--- src/rtl/sup_pkg.sv ---
package sup_pkg;

   // Every reason that can hold the system in reset.
   typedef struct packed {
      logic rail_a_low;
      logic rail_b_low;
      logic manual;
      logic wdog;
   } hold_cause_t;

   function automatic logic cause_any(input hold_cause_t c);
      return c.rail_a_low | c.rail_b_low | c.manual | c.wdog;
   endfunction

endpackage

--- src/rtl/sup_sync.sv ---
module sup_sync #(
   parameter int unsigned            W       = 1,
   parameter int unsigned            STAGES  = 2,
   parameter logic [W-1:0]           RST_VAL = '0
) (
   input  logic         clk_i,
   input  logic         rst_ni,
   input  logic [W-1:0] d_i,
   output logic [W-1:0] q_o
);

   if (STAGES < 2) begin : g_bad_stages
      $error("sup_sync: STAGES must be at least 2");
   end

   logic [W-1:0] stg_q [STAGES];

   for (genvar s = 0; s < STAGES; s++) begin : g_stage
      logic [W-1:0] src;
      if (s == 0) begin : g_first
         assign src = d_i;
      end else begin : g_next
         assign src = stg_q[s-1];
      end
      always_ff @(posedge clk_i or negedge rst_ni) begin
         if (!rst_ni) stg_q[s] <= RST_VAL;
         else         stg_q[s] <= src;
      end
   end

   assign q_o = stg_q[STAGES-1];

endmodule

--- src/rtl/sup_release_timer.sv ---
module sup_release_timer
   import sup_pkg::*;
#(
   parameter int unsigned HOLD_CYCLES = 6400
) (
   input  logic        clk_i,
   input  logic        rst_ni,
   input  hold_cause_t cause_i,
   output logic        rst_o,
   output logic        rst_no
);

   localparam int unsigned CW = (HOLD_CYCLES > 2) ? $clog2(HOLD_CYCLES) : 1;
   localparam logic [CW-1:0] LAST = CW'(HOLD_CYCLES - 1);

   logic [CW-1:0] cnt_q;
   logic          rst_q;
   logic          rst_nq;
   logic          hold;

   assign hold = cause_any(cause_i);

   // Two output flops, each driving one polarity, loaded with opposite values.
   always_ff @(posedge clk_i or negedge rst_ni) begin
      if (!rst_ni) begin
         cnt_q  <= '0;
         rst_q  <= 1'b1;
         rst_nq <= 1'b0;
      end else if (hold) begin
         cnt_q  <= '0;
         rst_q  <= 1'b1;
         rst_nq <= 1'b0;
      end else if (rst_q) begin
         if (cnt_q == LAST) begin
            cnt_q  <= '0;
            rst_q  <= 1'b0;
            rst_nq <= 1'b1;
         end else begin
            cnt_q  <= cnt_q + 1'b1;
         end
      end
   end

   assign rst_o  = rst_q;
   assign rst_no = rst_nq;

endmodule

--- src/rtl/sup_wdog.sv ---
module sup_wdog #(
   parameter int unsigned WDOG_CYCLES = 51200
) (
   input  logic clk_i,
   input  logic rst_ni,
   input  logic en_i,
   input  logic hold_i,
   input  logic kick_i,
   output logic fire_o
);

   localparam int unsigned CW = (WDOG_CYCLES > 2) ? $clog2(WDOG_CYCLES) : 1;
   localparam logic [CW-1:0] LAST = CW'(WDOG_CYCLES - 1);

   logic [CW-1:0] cnt_q;
   logic          kick_prev_q;
   logic          kick_edge;
   logic          fire_q;

   assign kick_edge = kick_i ^ kick_prev_q;

   always_ff @(posedge clk_i or negedge rst_ni) begin
      if (!rst_ni) kick_prev_q <= 1'b0;
      else         kick_prev_q <= kick_i;
   end

   always_ff @(posedge clk_i or negedge rst_ni) begin
      if (!rst_ni) begin
         cnt_q  <= '0;
         fire_q <= 1'b0;
      end else if (!en_i || hold_i || kick_edge) begin
         cnt_q  <= '0;
         fire_q <= 1'b0;
      end else if (cnt_q == LAST) begin
         cnt_q  <= '0;
         fire_q <= 1'b1;
      end else begin
         cnt_q  <= cnt_q + 1'b1;
         fire_q <= 1'b0;
      end
   end

   assign fire_o = fire_q;

endmodule

--- src/rtl/rail_reset_supervisor.sv ---
module rail_reset_supervisor
   import sup_pkg::*;
#(
   parameter int unsigned HOLD_CYCLES = 6400,
   parameter int unsigned WDOG_CYCLES = 51200,
   parameter int unsigned SYNC_STAGES = 2
) (
   input  logic clk_i,
   input  logic por_ni,
   input  logic rail_a_ok_i,
   input  logic rail_b_ok_i,
   input  logic man_rst_ni,
   input  logic kick_i,
   input  logic wdog_en_i,
   output logic sys_rst_o,
   output logic sys_rst_no
);

   if (HOLD_CYCLES < 2) begin : g_bad_hold
      $error("rail_reset_supervisor: HOLD_CYCLES must be at least 2");
   end
   if (WDOG_CYCLES < 2) begin : g_bad_wdog
      $error("rail_reset_supervisor: WDOG_CYCLES must be at least 2");
   end

   logic [1:0]  async_s;
   logic        man_sync;
   logic        kick_sync;
   logic        wd_fire;
   logic        rst_int;
   hold_cause_t cause;

   // Manual request resets to "pressed" so reset holds until it is seen high.
   sup_sync #(
      .W       (2),
      .STAGES  (SYNC_STAGES),
      .RST_VAL (2'b00)
   ) sync_i (
      .clk_i  (clk_i),
      .rst_ni (por_ni),
      .d_i    ({man_rst_ni, kick_i}),
      .q_o    (async_s)
   );

   assign man_sync  = async_s[1];
   assign kick_sync = async_s[0];

   assign cause.rail_a_low = ~rail_a_ok_i;
   assign cause.rail_b_low = ~rail_b_ok_i;
   assign cause.manual     = ~man_sync;
   assign cause.wdog       = wd_fire;

   sup_release_timer #(
      .HOLD_CYCLES (HOLD_CYCLES)
   ) rel_i (
      .clk_i   (clk_i),
      .rst_ni  (por_ni),
      .cause_i (cause),
      .rst_o   (rst_int),
      .rst_no  (sys_rst_no)
   );

   sup_wdog #(
      .WDOG_CYCLES (WDOG_CYCLES)
   ) wd_i (
      .clk_i  (clk_i),
      .rst_ni (por_ni),
      .en_i   (wdog_en_i),
      .hold_i (rst_int),
      .kick_i (kick_sync),
      .fire_o (wd_fire)
   );

   assign sys_rst_o = rst_int;

endmodule

--- config.mk ---
export PLATFORM = sky130hd
export DESIGN_NAME = rail_reset_supervisor
export DESIGN_NICKNAME = d
export VERILOG_FILES = /design/src/rtl/sup_pkg.sv /design/src/rtl/sup_sync.sv /design/src/rtl/sup_release_timer.sv /design/src/rtl/sup_wdog.sv /design/src/rtl/rail_reset_supervisor.sv
export SDC_FILE = /design/constraint.sdc
export NUM_CORES = 1
export LEC_CHECK = 0
export ABC_AREA = 1
export CORE_AREA = 2 2 61 69
export DETAILED_ROUTE_END_ITERATION = 6
export DIE_AREA = 0 0 63 71
export PLACE_DENSITY = 0.72
export SYNTH_ARGS = -nofsm -noshare
export SYNTH_HDL_FRONTEND = slang
export SYNTH_HIERARCHICAL = 1
export SYNTH_SLANG_ARGS = --single-unit
--- constraint.sdc ---
create_clock -name clk_i -period 1.8 [get_ports clk_i]
set_clock_uncertainty 0.05 [all_clocks]
set_input_delay 0.18 -clock clk_i [delete_from_list [all_inputs] [get_ports clk_i]]
set_output_delay 0.18 -clock clk_i [all_outputs]
set_load 0.02 [all_outputs]
---- Word-level counts from Yosys, hierarchy flattened ----
Index checks and enable logic that the tools add are counted.
word-level totals
  register bits after elaboration ......... 37
  output and inout bits ................... 2
  logic and storage cells ................. 38
operators by class
  add/sub/neg operators ................... 2
  equal/unequal tests ..................... 2
  multiplexer cells ....................... 13
  bitwise operators ....................... 7
  reductions and logical operators ........ 6
operator list
  operator                                        count
  2-to-1 mux 13 bit                               3
  2-to-1 mux 16 bit                               2
  adder 16 x 1 -> 16 bit (second input constant)  1
  == test 16 bit (second input constant)          1
  adder 13 x 1 -> 13 bit (second input constant)  1
  == test 13 bit (second input constant)          1
  2-to-1 mux 1 bit                                8
  nonzero test 2 bit                              2
  inverter 1 bit                                  3
  bitwise OR 1 bit                                3
  logical OR 1 bit                                2
  AND reduction 2 bit                             1
  logical NOT 1 bit                               1
  XOR 1 bit                                       1

---- Depth between registers and ports, before layout ----
  word-level depth ........................ 6
  mapped depth ............................ 9
  depth with buffers taken out ............ 9

---- Hierarchy ----
Netlist, hierarchy kept.
by module, submodules not included
  module                 times used  cells each  area an instance (sq um)
  sup_wdog               1           124         1017.2
  sup_release_timer      1           125         887.1
  sup_sync               1           4           100.1
  rail_reset_supervisor  1           3           11.3

---- Worst setup path before layout ----
Ideal clock, no wire load.
  path type ............................... flip-flop to flip-flop
  start point ............................. reg rel_i.rst_q (netlist: rel_i/rst_o)
  end point ............................... reg rel_i.cnt_q[12]
  arrival ................................. 1.209 ns
  required time ........................... 1.629 ns
  setup slack ............................. 0.420 ns
  cell stages (with the launch flop) ...... 6
  buffers on the path ..................... 1
  clock period less this slack ............ 1.380 ns
  cell sequence ........................... dfstp_2 > nand3b_2 > buf_2 > nand4_1 > nand2_1 > nor2_1
between the ends
  longest elaborated chain between the ends .. 1
RTL lines
  element                              RTL line                 text
  start: declaration                   sup_release_timer.sv:17  logic rst_q;
  start signal: assignment             sup_release_timer.sv:27  rst_q <= 1'b1;
  start signal: assignment             sup_release_timer.sv:31  rst_q <= 1'b1;
  start signal: assignment             sup_release_timer.sv:36  rst_q <= 1'b0;
  nonzero test 2 bit (no source line)  --
  end signal: assignment               sup_release_timer.sv:39  cnt_q <= cnt_q + 1'b1;
  end: declaration                     sup_release_timer.sv:16  logic [CW-1:0] cnt_q;
No other way between the ends.
A chain may end at the register's enable or synchronous reset.

---- Worst setup path in the final report ----
  start point ............................. reg rel_i.rst_q (netlist: rel_i/rst_o)
  end point ............................... out sys_rst_o
RTL lines
  element           RTL line                     text
  end: declaration  rail_reset_supervisor.sv:15  output logic sys_rst_o,
No word-level cell between the ends.

==> impl_metrics.csv <==
group,metric,value,unit
outcome,status,"completed",
finish,drive_gt1_share,17.0,%
global_route,grt_overflow_total,0,
pwr,power_per_cell_area,707,nW/um^2
floorplanning,dieArea,4470,um^2
finish,final_nets,284,
timing,setup_tns,0,ns
timing,max_freq,582,MHz
pwr,ir_drop,0.500,mV
yosys,async_flop_share,100,%
drt,vias,1585,
drt,dr_wl_met2,1.90,mm
yosys,syn-num-nets,265,
pwr,internal-power,0.00131,W
drt,wl_per_cell,11.0,um
drt,drt-vias-per-instance,4.83,
floorplanning,ios,9,
timing,setup_slack,0.0824,ns
global_route,grt_pass1_wl,6.78,mm
clock_network,cts-resized-gates,0,
clock_network,hold_buffers,1,
timing,setup-violations-final,0,
clock_network,cts_tree,"built",
yosys,synth_top_area_cell,"dfrtp_1",
setup_path,worst-path-buf-inv,1,
yosys,yosys_warnings,6,
clock_network,postCtsSetupRepairBufs,0,
setup_path,cp.arrival,1.49,ns
drt,wl,3.60,mm
yosys,synth-edff-count,0,
drt,met1_length,1.59,mm
place,dpl_cell_area,2180,um^2
drt,drt_iter0_drc,94,
drt,ant_nets,0,
place,dp_slack,0.214,ns
global_route,grt_max_degree,38,
clock_network,clkLatencyLatePin,0.29,ns
pwr,pwr-share-seq,51.4,%
place,routabilityCongestion,0.861,
pwr,pwr-share-comb,2.6,%
pwr,clkPwrFrac,45.9,%
clock_network,clockBufferDepth,2,
finish,finalNonFillerCells,328,
hold_path,min-delay-path-class,"input pin to flip-flop",
global_route,grt_usage,18.9,%
finish,design_area,2310,um^2
finish,synthToLayoutAreaGrowth,14.6,%
timing,finalMaxSlewViolations,0,
setup_path,crit_type,"flip-flop to primary output",
yosys,synthCells,256,
floorplanning,fp.coreArea,3810,um^2
finish,nFillCells,368,
yosys,ys_top_cells_by_count,"63 x nand2_1, 44 x nor2_1, 36 x dfrtp_1",
setup_path,crit_fanout,6,
floorplanning,die_w,63,um
yosys,synth_ff_type,"dfrtp_1",
place,dpl.cell_count,319,
setup_path,start_kind,"flip-flop",
run,cap_violations,0,
drt,wl_met3,66,um
clock_network,h-tree-depth,2,
finish,ff_latch_area,927,um^2
floorplanning,start_util,52.9,%
drt,dr.max_layer_used,"met4",
timing,relSlewSlack,69.4,%
pwr,sw_frac_of_total,20.2,%
setup_path,crit_required,1.57,ns
setup_path,critPathMaxStageDelay,0.62,ns
floorplanning,die_h,71,um
finish,diodes,0,
finish,multiInputGateArea,957,um^2
setup_path,crit_family,"buffers and inverters",
floorplanning,fp-row-count,24,
timing,fin_crit_sh,95.4,%
setup_path,endpoint_kind,"primary output",
yosys,seq_area_frac_synth,46.0,%
yosys,syn_area,2020,um^2
clock_network,clkSlewWorstSetupHoldPaths,0.08,ns
drt,drc,0,
global_route,antenna_found_initial,0,
yosys,yosysTopAreaCellShare,44.7,%
pwr,p_switching,0.000330,W
timing,tightest_slew,0.459,ns
clock_network,cts.root.buffer_cell,"clkbuf_8",
yosys,synth.most_common_cell,"nand2_1",
clock_network,cts_made_buffers,5,
setup_path,cp_cell_sequence,"clkdlybuf4s50_1",
timing,min_period,1.72,ns
place,place_hpwl,2.67,mm
timing,hold_viol,0,
yosys,synth.top_cells.by_area,"dfrtp_1 45%, nand2_1 12%, nor2_1 8.2%, inv_1 5.4%, nand3_1 4.5%",
yosys,synth_cell_types,31,
global_route,grt_pass1_vias,1629,
place,io_buffers,8,
clock_network,cts_sinks,37,
yosys,avgSynthCellArea,7.87,um^2
timing,rsz0062_at_grt,"no",
pwr,power_leakage,1.07,nW
yosys,ys_seq_elements,37,
drt,first_pass_iters,4,
setup_path,critPathSlowestCell,"clkdlybuf4s50_1",
[layer usage]
metal | vias to the layer above | global-route usage, %
met5 | - | 0
li1 | 831 | -
met4 | 0 | 5.93
met1 | 735 | 21.4
met3 | 5 | 3.82
met2 | 14 | 35.5
[flip-flops by register name, indices dropped and copies added, names as in the netlist]
name,cells
rel_i/cnt_q,13
rel_i/rst_o,1
wd_i/fire_o,1
wd_i/kick_prev_q,1
wd_i/cnt_q,16
sync_i/q_o,2
sync_i/g_stage.src,2
rel_i/rst_no,1
[cell usage in the layout, fill, tap and decap left out, types with 2 or more instances in the layout]
cell             count
nand3_2              2
nor3_1               3
xor2_1               6
buf_4                4
nor2_4               4
dfrtp_1             36
a21oi_1              6
xnor2_1              2
nand4_1              6
nand3_1             18
nand2_1             63
ha_1                 2
nor2_1              44
nor2_2               8
clkdlybuf4s50_1      7
inv_1               29
inv_2                3
clkbuf_8             6
nand2_2              9
[cell type report]
type | count | share of cell area, %
clock inverter | 2 | 1.62
tap | 52 | 2.82
multi-input combinational | 185 | 41.4
clock buffer | 6 | 3.57
sequential | 37 | 40.1
timing repair buffer | 13 | 4.98
inverter | 33 | 5.47
[final timing paths]
path                                          start                       end  slack (ns)  cells after the start
min in group asynchronous                    por_ni              rel_i/rst_no        0.40                      3
min                                          kick_i  sync_i/g_stage[1].src[0]        0.28                      1
max                                     rel_i/rst_o                 sys_rst_o        0.08                      1
min reg2reg                sync_i/g_stage[1].src[1]             sync_i/q_o[1]        0.30                      0
max reg2reg                          rel_i/cnt_q[0]            rel_i/cnt_q[3]        0.28                      6
max in group asynchronous                    por_ni               rel_i/rst_o        0.96                      3
[cells by family (layout without fill, tap and decap cells)]
group | after synthesis | count (layout) | synth area share, %
and+or+nand+nor | 165 | 165 | 39.8
adders and majority gates | 2 | 2 | 1.24
AOI/OAI and AO/OA | 10 | 10 | 2.98
xor gates and xnor gates | 8 | 8 | 3.48
buffers and inverters | 34 | 54 | 6.52
DFF | 37 | 37 | 46.0
[power by group through the flow]
stage	Clock [W]	Combinational, W	Sequential, W
after floorplan	0	0.0000111	0.000857
after global placement	0	0.0000426	0.000857
after detailed placement	0	0.0000434	0.000857
after CTS	0.000775	0.0000450	0.000841
after global routing	0.000805	0.0000505	0.000842
final	0.000750	0.0000432	0.000841
[per-stage QoR]
stage                     hold slack, ns  util, %  total power, W
final                              0.280     60.6         0.00163
after global routing               0.266     60.6         0.00170
after CTS                          0.274     60.6         0.00166
after detailed placement           0.201     57.2        0.000901
after global placement             0.194     57.2        0.000900
after floorplan                   -0.166        -        0.000868
Note: power is estimated with default switching activity, not from simulation.
